### src/rtl/dma_arb_pkg.sv
package dma_arb_pkg;
  localparam int CFG_W    = 32;
  localparam int POL_BIT  = 31;
  localparam int CSEL_LSB = 16;
  localparam int CSEL_W   = 4;

  typedef enum logic {
    POL_FIXED = 1'b0,
    POL_ROUND = 1'b1
  } arb_policy_e;
endpackage

### src/rtl/arb_cfg_reg.sv
module arb_cfg_reg
  import dma_arb_pkg::*;
#(
  parameter int DW    = CFG_W,
  parameter int PBIT  = POL_BIT,
  parameter int SLSB  = CSEL_LSB,
  parameter int SW    = CSEL_W
) (
  input  logic          clk,
  input  logic          rst,
  input  logic          we,
  input  logic [DW-1:0] wdata,
  output arb_policy_e   policy,
  output logic [SW-1:0] csel,
  output logic [DW-1:0] rdata
);
  arb_policy_e   pol_q;
  logic [SW-1:0] csel_q;

  always_ff @(posedge clk) begin
    if (rst) begin
      pol_q  <= POL_FIXED;
      csel_q <= '0;
    end else if (we) begin
      pol_q  <= arb_policy_e'(wdata[PBIT]);
      csel_q <= wdata[SLSB +: SW];
    end
  end

  always_comb begin
    rdata              = '0;
    rdata[PBIT]        = pol_q;
    rdata[SLSB +: SW]  = csel_q;
  end

  assign policy = pol_q;
  assign csel   = csel_q;
endmodule

### src/rtl/arb_pick.sv
module arb_pick #(
  parameter int NCH = 4,
  localparam int IW = (NCH > 1) ? $clog2(NCH) : 1
) (
  input  logic [NCH-1:0] req,
  input  logic           rotate,
  input  logic [IW-1:0]  last_idx,
  output logic [NCH-1:0] pick_vec,
  output logic [IW-1:0]  pick_idx,
  output logic           pick_any
);
  // Scan from lowest priority to highest so the last hit wins.
  always_comb begin
    int cand;
    pick_any = 1'b0;
    pick_idx = '0;
    for (int k = NCH - 1; k >= 0; k--) begin
      cand = rotate ? ((int'(last_idx) + 1 + k) % NCH) : k;
      if (req[cand]) begin
        pick_any = 1'b1;
        pick_idx = cand[IW-1:0];
      end
    end
  end

  for (genvar g = 0; g < NCH; g++) begin : g_dec
    assign pick_vec[g] = pick_any && (pick_idx == IW'(g));
  end
endmodule

### src/rtl/arb_grant_ctl.sv
module arb_grant_ctl #(
  parameter int NCH = 4,
  localparam int IW = (NCH > 1) ? $clog2(NCH) : 1
) (
  input  logic           clk,
  input  logic           rst,
  input  logic [NCH-1:0] blk_done,
  input  logic [NCH-1:0] pick_vec,
  input  logic [IW-1:0]  pick_idx,
  input  logic           pick_any,
  output logic [NCH-1:0] grant_q,
  output logic [IW-1:0]  last_q,
  output logic           arb_pt
);
  assign arb_pt = (grant_q == '0) || (|(grant_q & blk_done));

  always_ff @(posedge clk) begin
    if (rst) begin
      grant_q <= '0;
      last_q  <= IW'(NCH - 1);
    end else if (arb_pt) begin
      grant_q <= pick_vec;
      if (pick_any) last_q <= pick_idx;
    end
  end
endmodule

### src/rtl/dma_bus_arbiter.sv
module dma_bus_arbiter
  import dma_arb_pkg::*;
#(
  parameter int NCH = 4,
  localparam int IW = (NCH > 1) ? $clog2(NCH) : 1
) (
  input  logic              clk,
  input  logic              rst,
  input  logic              cfg_we,
  input  logic [CFG_W-1:0]  cfg_wdata,
  output logic [CFG_W-1:0]  cfg_rdata,
  output logic [CSEL_W-1:0] cycle_sel,
  input  logic [NCH-1:0]    req,
  input  logic [NCH-1:0]    blk_done,
  output logic [NCH-1:0]    grant
);
  arb_policy_e    policy;
  logic [NCH-1:0] pick_vec;
  logic [IW-1:0]  pick_idx;
  logic           pick_any;
  logic [IW-1:0]  last_idx;
  logic           arb_pt;

  arb_cfg_reg u_cfg (
    .clk    (clk),
    .rst    (rst),
    .we     (cfg_we),
    .wdata  (cfg_wdata),
    .policy (policy),
    .csel   (cycle_sel),
    .rdata  (cfg_rdata)
  );

  arb_pick #(.NCH(NCH)) u_pick (
    .req      (req),
    .rotate   (policy == POL_ROUND),
    .last_idx (last_idx),
    .pick_vec (pick_vec),
    .pick_idx (pick_idx),
    .pick_any (pick_any)
  );

  arb_grant_ctl #(.NCH(NCH)) u_gnt (
    .clk      (clk),
    .rst      (rst),
    .blk_done (blk_done),
    .pick_vec (pick_vec),
    .pick_idx (pick_idx),
    .pick_any (pick_any),
    .grant_q  (grant),
    .last_q   (last_idx),
    .arb_pt   (arb_pt)
  );
endmodule

### config.mk
export PLATFORM = sky130hd
export DESIGN_NAME = dma_bus_arbiter
export DESIGN_NICKNAME = d
export VERILOG_FILES = /design/src/rtl/dma_arb_pkg.sv /design/src/rtl/arb_cfg_reg.sv /design/src/rtl/arb_pick.sv /design/src/rtl/arb_grant_ctl.sv /design/src/rtl/dma_bus_arbiter.sv
export SDC_FILE = /design/constraint.sdc
export NUM_CORES = 1
export LEC_CHECK = 0
export BUFFER_PORTS_ARGS = -buffer_cell sky130_fd_sc_hd__buf_2
export CORE_MARGIN = 1
export CORE_UTILIZATION = 42
export CTS_BUF_LIST = sky130_fd_sc_hd__clkbuf_2
export DETAILED_ROUTE_END_ITERATION = 7
export GPL_TIMING_DRIVEN = 0
export PLACE_DENSITY = 0.95
export SYNTH_ARGS = -nofsm -noshare
export SYNTH_HDL_FRONTEND = slang
export SYNTH_HIERARCHICAL = 1
export SYNTH_SLANG_ARGS = --single-unit
export TNS_END_PERCENT = 5
### constraint.sdc
create_clock -name clk -period 2.95 [get_ports clk]
set_input_delay 0.295 -clock clk [delete_from_list [all_inputs] [get_ports clk]]
set_output_delay 0.295 -clock clk [all_outputs]
set_load 0.005 [all_outputs]
# Word level (Yosys, flattened, before mapping)
# Cells that the tools add are included.
# Widths: inputs -> output; s select.
# word_totals
mem_bits_ro,0
wordCells,57
n_memories,0
latch_bits,0
output_inout_bits,40
mem_bits_rw,0
ff_bits,11
input_bits,43
# classes
n_shift,0
n_mux,24
n_eq_ne,3
multipliers,0
n_reduce_logical,13
add_sub_neg,4
div_mod_pow,0
order_cmp,4
bitwise,5
# ops
cell,n
$lt 32x4->1 const B,4
$mux 32,4
$mux 1,12
$bmux 1 s2,4
$mux 2,4
$reduce_or 2->1,4
$add 2x1->2 const B,2
$add 2x2->2 const B,2
$and 1x1->1 const A,4
$and 4x4->4,1
$eq 2x2->1 const B,2
$logic_and 1x1->1,4
$logic_not 4->1,1
$reduce_or 4->1,1
$eq 2x1->1 const B,1
$logic_not 2->1,1
$reduce_and 2->1,1
$logic_or 1x1->1,1

# Depth between registers and ports, before layout
# depth
ltp_word,14
depth_mapped,9
ltp_nobuf,8

# Hierarchy
# Netlist, hierarchy kept.
# by_module_without_submodules
module,n_inst,seq_area_each_um2,area_each_um2,cells_each
arb_cfg_reg,1,100.1,424.2,49
arb_pick,1,0.0,284.0,45
arb_grant_ctl,1,120.1,272.8,27

# Least setup slack after synthesis
# Ideal clock, no wire load.
# synth_timing
kind,register -> register
from,register u_gnt.last_q[0]
to,register u_gnt.last_q[0]
path_stages_with_launch,7
setup_slack_ns,1.211
arrival_time_ns,1.618
required_time_ns,2.828
synth_period_minus_slack_ns,1.739
path_buffers,1
setup_ns,0.122
cell_sequence,dfxtp_1 -> buf_2 -> nand2b_2 -> o21ai_1 -> o32a_1 -> o221a_4 -> o311a_1
# synth_via
word_cells_on_any_way,29
cone_classes,4 x add/sub; 24 x mux; 1 x reduce/logical
# synth_lines
item,line,source
start: declaration,arb_grant_ctl.sv:12,"output logic [IW-1:0] last_q,"
start signal: assignment,arb_grant_ctl.sv:20,last_q <= IW'(NCH - 1);
start signal: assignment,arb_grant_ctl.sv:23,if (pick_any) last_q <= pick_idx;
$add 2x1->2 (*),arb_pick.sv:18,cand = rotate ? ((int'(last_idx) + 1 + k) % NCH) : k;
$add 2x2->2,arb_pick.sv:18,
$mux 32,arb_pick.sv:18,
$bmux 1 s2,arb_pick.sv:19,if (req[cand]) begin
$mux 1 (implied by the code) (2 in a row),arb_pick.sv:19,
$mux 2 (3 in a row),arb_pick.sv:19,
$mux 2 (*),arb_pick.sv:19,
named net pick_idx[0],dma_bus_arbiter.sv:19,logic [IW-1:0] pick_idx;
# The timed path passes the listed nets; every way through them passes the cells marked *. The select of a mux whose other input is x is not followed.
# A chain may end at the register's enable or synchronous reset.

# Worst setup path after layout
# layout_timing
from,register u_gnt.last_q[1]
to,register u_gnt.grant_q[0]
# layout_via
elab_chain_cells,12
word_cells_on_any_way,30
cone_classes,4 x add/sub; 24 x mux; 2 x reduce/logical
# layout_lines
item,line,source
$add 2x1->2 (*),arb_pick.sv:18,
$add 2x2->2,arb_pick.sv:18,
$mux 32,arb_pick.sv:18,
$bmux 1 s2,arb_pick.sv:19,
$mux 1 (implied by the code) (2 in a row),arb_pick.sv:19,
$mux 2 (3 in a row),arb_pick.sv:19,
$mux 2 (*),arb_pick.sv:19,
named net pick_idx[0],dma_bus_arbiter.sv:19,
$logic_not 2->1 (*),arb_pick.sv:27,assign pick_vec[g] = pick_any && (pick_idx == IW'(g));
$logic_and 1x1->1 (*),arb_pick.sv:27,
named net pick_vec[0],dma_bus_arbiter.sv:18,logic [NCH-1:0] pick_vec;
end signal: assignment,arb_grant_ctl.sv:22,grant_q <= pick_vec;
end: declaration,arb_grant_ctl.sv:11,"output logic [NCH-1:0] grant_q,"
# Marked as above.

==> results.md <==
* RSZ-0062 raised after global routing: false
* Hold_buf cts at 0
* Area after DPL at around 1200 um2
* Crit path required time at around 3.2 ns
* Ant. Diodes at 0
* Worst EP arrival at 2.15 ns
* Total Wirelength at between 1500 and 2000 um
* RR Endpoint: u_gnt/grant_q[0]
* WHS at about 0.25 ns
* Die Area at about 2500 um2
* Max-cap viol count at 0
* Post-DP HPWL at around 1500 um
* Post-synthesis cell count at 121
* Final Cycle Share at roughly two thirds
* Die Ht at slightly above 50 um
* Yosys cell types at 37
* Nets at about 220
* Initial antenna violation count at 0
* Number of global-route vias before repair at between 600 and 700
* Placement row count at 17
* Hold crit path type: input pin to register
* Core Util, Final at ~57%
* Max Clock Skew at roughly 0.014 ns
* Core area at about 2200 um2
* Period minus WS final at between 1.5 and 2 ns
* Setup tns final at 0 ns
* Clock buffer depth at 2
* Num CTS Buffers at 3
* Initial core utilization at around 44%
* Register-to-Register Path Depth at 7
* Post-DR vias/cell at ~4.5
* Routability Congestion at about 0.84
* Fillers at just over 200
* Pwr per Cell Area at slightly below 500 nW/um2
* Drt pass-1 iters at 4
* Crit. Startpoint: u_gnt/last_q[1]
* Final slew viol count at 0
* CTS H-tree depth at 1
* Worst setup EP type: register
* CP Launch Type: register
* Overall Power at 625 uW
* Post-synth EDFFs at 0
* Yosys reg bits at 11
* Post-cts sizing count at 0
* Clock Sinks at 11
* Most frequent cells in the layout: buf_4, buf_2, conb_1, nor2_1, dfxtp_1
* FF-to-FF setup slack at approximately 1.0 ns
* Largest net degree at the start of global routing at 15
* Register area share after synthesis at between 20% and 30%
* Clock Latency Late Sink at approximately 0.29 ns
* Setup Buffers After CTS at 0
* Pleak at roughly 0.73 nW
* Status: finished, final reports clean
* Share of cells above drive strength 1 at between 40% and 50%
* Crit path kind: register to register
* Design area at 1270 um2
* Iter 0 DRT Violations at 44
* Primary FF master, synth: dfxtp_1
* WL/cell at between 9 and 10 um
* Final setup viols at 0
* Crit-path max FO at 11
* Slowest cell on crit path: dfxtp_1
* DRC errors left at 0
* Via Count at 917
* Most common cell after layout, fill and taps aside: buf_4
* Reg clk slew, reported paths at roughly 0.13 ns
* Worst-path cell chain: nand4b_1, o21ai_1, o32a_1, o221a_4, nor3b_2, mux2i_1, nor2_1
* CTS tree: built
* Total I/O pin count at 83
* Area grow syn2layout at 29.3%
* Cell Area, Synth at approximately 980 um2
* Root buf cell: clkbuf_2
* DRT antenna net count at 0
* Critical Path End: u_gnt/grant_q[0]
* Ys Warns at 6
* Final hold violation count at 0
* Global-route wire length before repair at 3080 um
* Reg-to-Reg Start: u_gnt/last_q[1]
* Fmax at 520 MHz
* Gr usage total at roughly 16%
* Avg Cell Area, Syn at a little over 8 um2
* Gr ovfl total at 0
* Ys async rst share at 0%
* VDD IR-drop max at 0.379 mV
* # port buffers at 27
* Chip width at roughly 50 um
* CP peak stage delay at ~0.51 ns
-- stage by stage --
step,std cells,setup WS [ns]
6_report,206,1.03
5_1_grt,206,0.895
4_1_cts,206,1.08
3_5_place_dp,202,1.09
3_3_place_gp,202,1.10
2_1_floorplan,147,1.21
-- state kept, by name (all words and copies together), names as in the netlist --
name           cells
u_cfg/csel         4
u_cfg/policy       1
u_gnt/grant_q      4
u_gnt/last_q       2
-- cell type report --
type | count | area (um2) | share of cell area, %
clock buffer | 3 | 15.0 | 1.18
sequential | 11 | 220 | 17.4
tap | 28 | 35.0 | 2.76
timing repair buffer | 27 | 135 | 10.7
multi-input combinational | 95 | 572 | 45.1
inverter | 6 | 25.0 | 1.97
buffer | 35 | 262 | 20.6
clock inverter | 1 | 5.00 | 0.394
-- worst min-delay path by stage --
stage	start	end	slack, ns	depth (start not counted)
finish	cfg_wdata[17]	u_cfg/csel[1]	0.25	3
floorplan	rst	u_cfg/csel[0]	0.37	1
detailed placement	u_cfg/csel[2]	u_cfg/csel[2]	0.51	2
CTS	cfg_wdata[17]	u_cfg/csel[1]	0.26	3
global route	cfg_wdata[17]	u_cfg/csel[1]	0.27	3
global placement	u_cfg/csel[2]	u_cfg/csel[2]	0.50	2
-- Yosys cell counts, types with 2 or more instances --
cell / number / area [um2]
o311a_1: 2 / 20.0
o32ai_1: 2 / 17.5
buf_4: 32 / 240
or3_1: 5 / 31.3
o21ai_0: 2 / 10.0
mux2i_1: 9 / 90.1
inv_1: 5 / 18.8
a22oi_1: 2 / 15.0
nand2_1: 7 / 26.3
or4_1: 2 / 15.0
a21oi_1: 2 / 10.0
nor2_1: 12 / 45.0
and2_1: 2 / 12.5
dfxtp_1: 11 / 220
a21boi_0: 2 / 15.0
nand2b_1: 2 / 12.5
nand2b_2: 2 / 17.5
-- cell families after synthesis --
logic type,after synthesis,synth area share (%)
other,1,0.382
AO/OA/AOI/OAI,18,14.9
multiplexers,9,9.18
AND/OR/NAND/NOR,41,23.9
buffers and inverters,41,29.2
flip-flops,11,22.4
-- routing by layer --
metal  up-vias  wire [um]  part of all wire (%)  GRT usage (%)
met4         0         30                   1.5           6.94
met2        39        939                    48           24.9
met3         3        141                   7.2           2.12
li1        476          -                     -              -
met1       399        854                    43           21.5
met5         -          0                     0              0
-- worst max-delay path: cells and delay by family (launching register included) --
family,cells,cell delay [ns]
compound gates,3,0.75
flops,1,0.51
mux,1,0.10
simple gates,3,0.49
-- report_power, final --
part | total [mW] | internal, mW | switching (mW)
sequential | 0.214 | 0.178 | 0.0356
combinational | 0.320 | 0.164 | 0.156
clock | 0.0912 | 0.0306 | 0.0606
total | 0.625 | 0.372 | 0.253
Note: power is estimated with default switching activity, not from simulation.
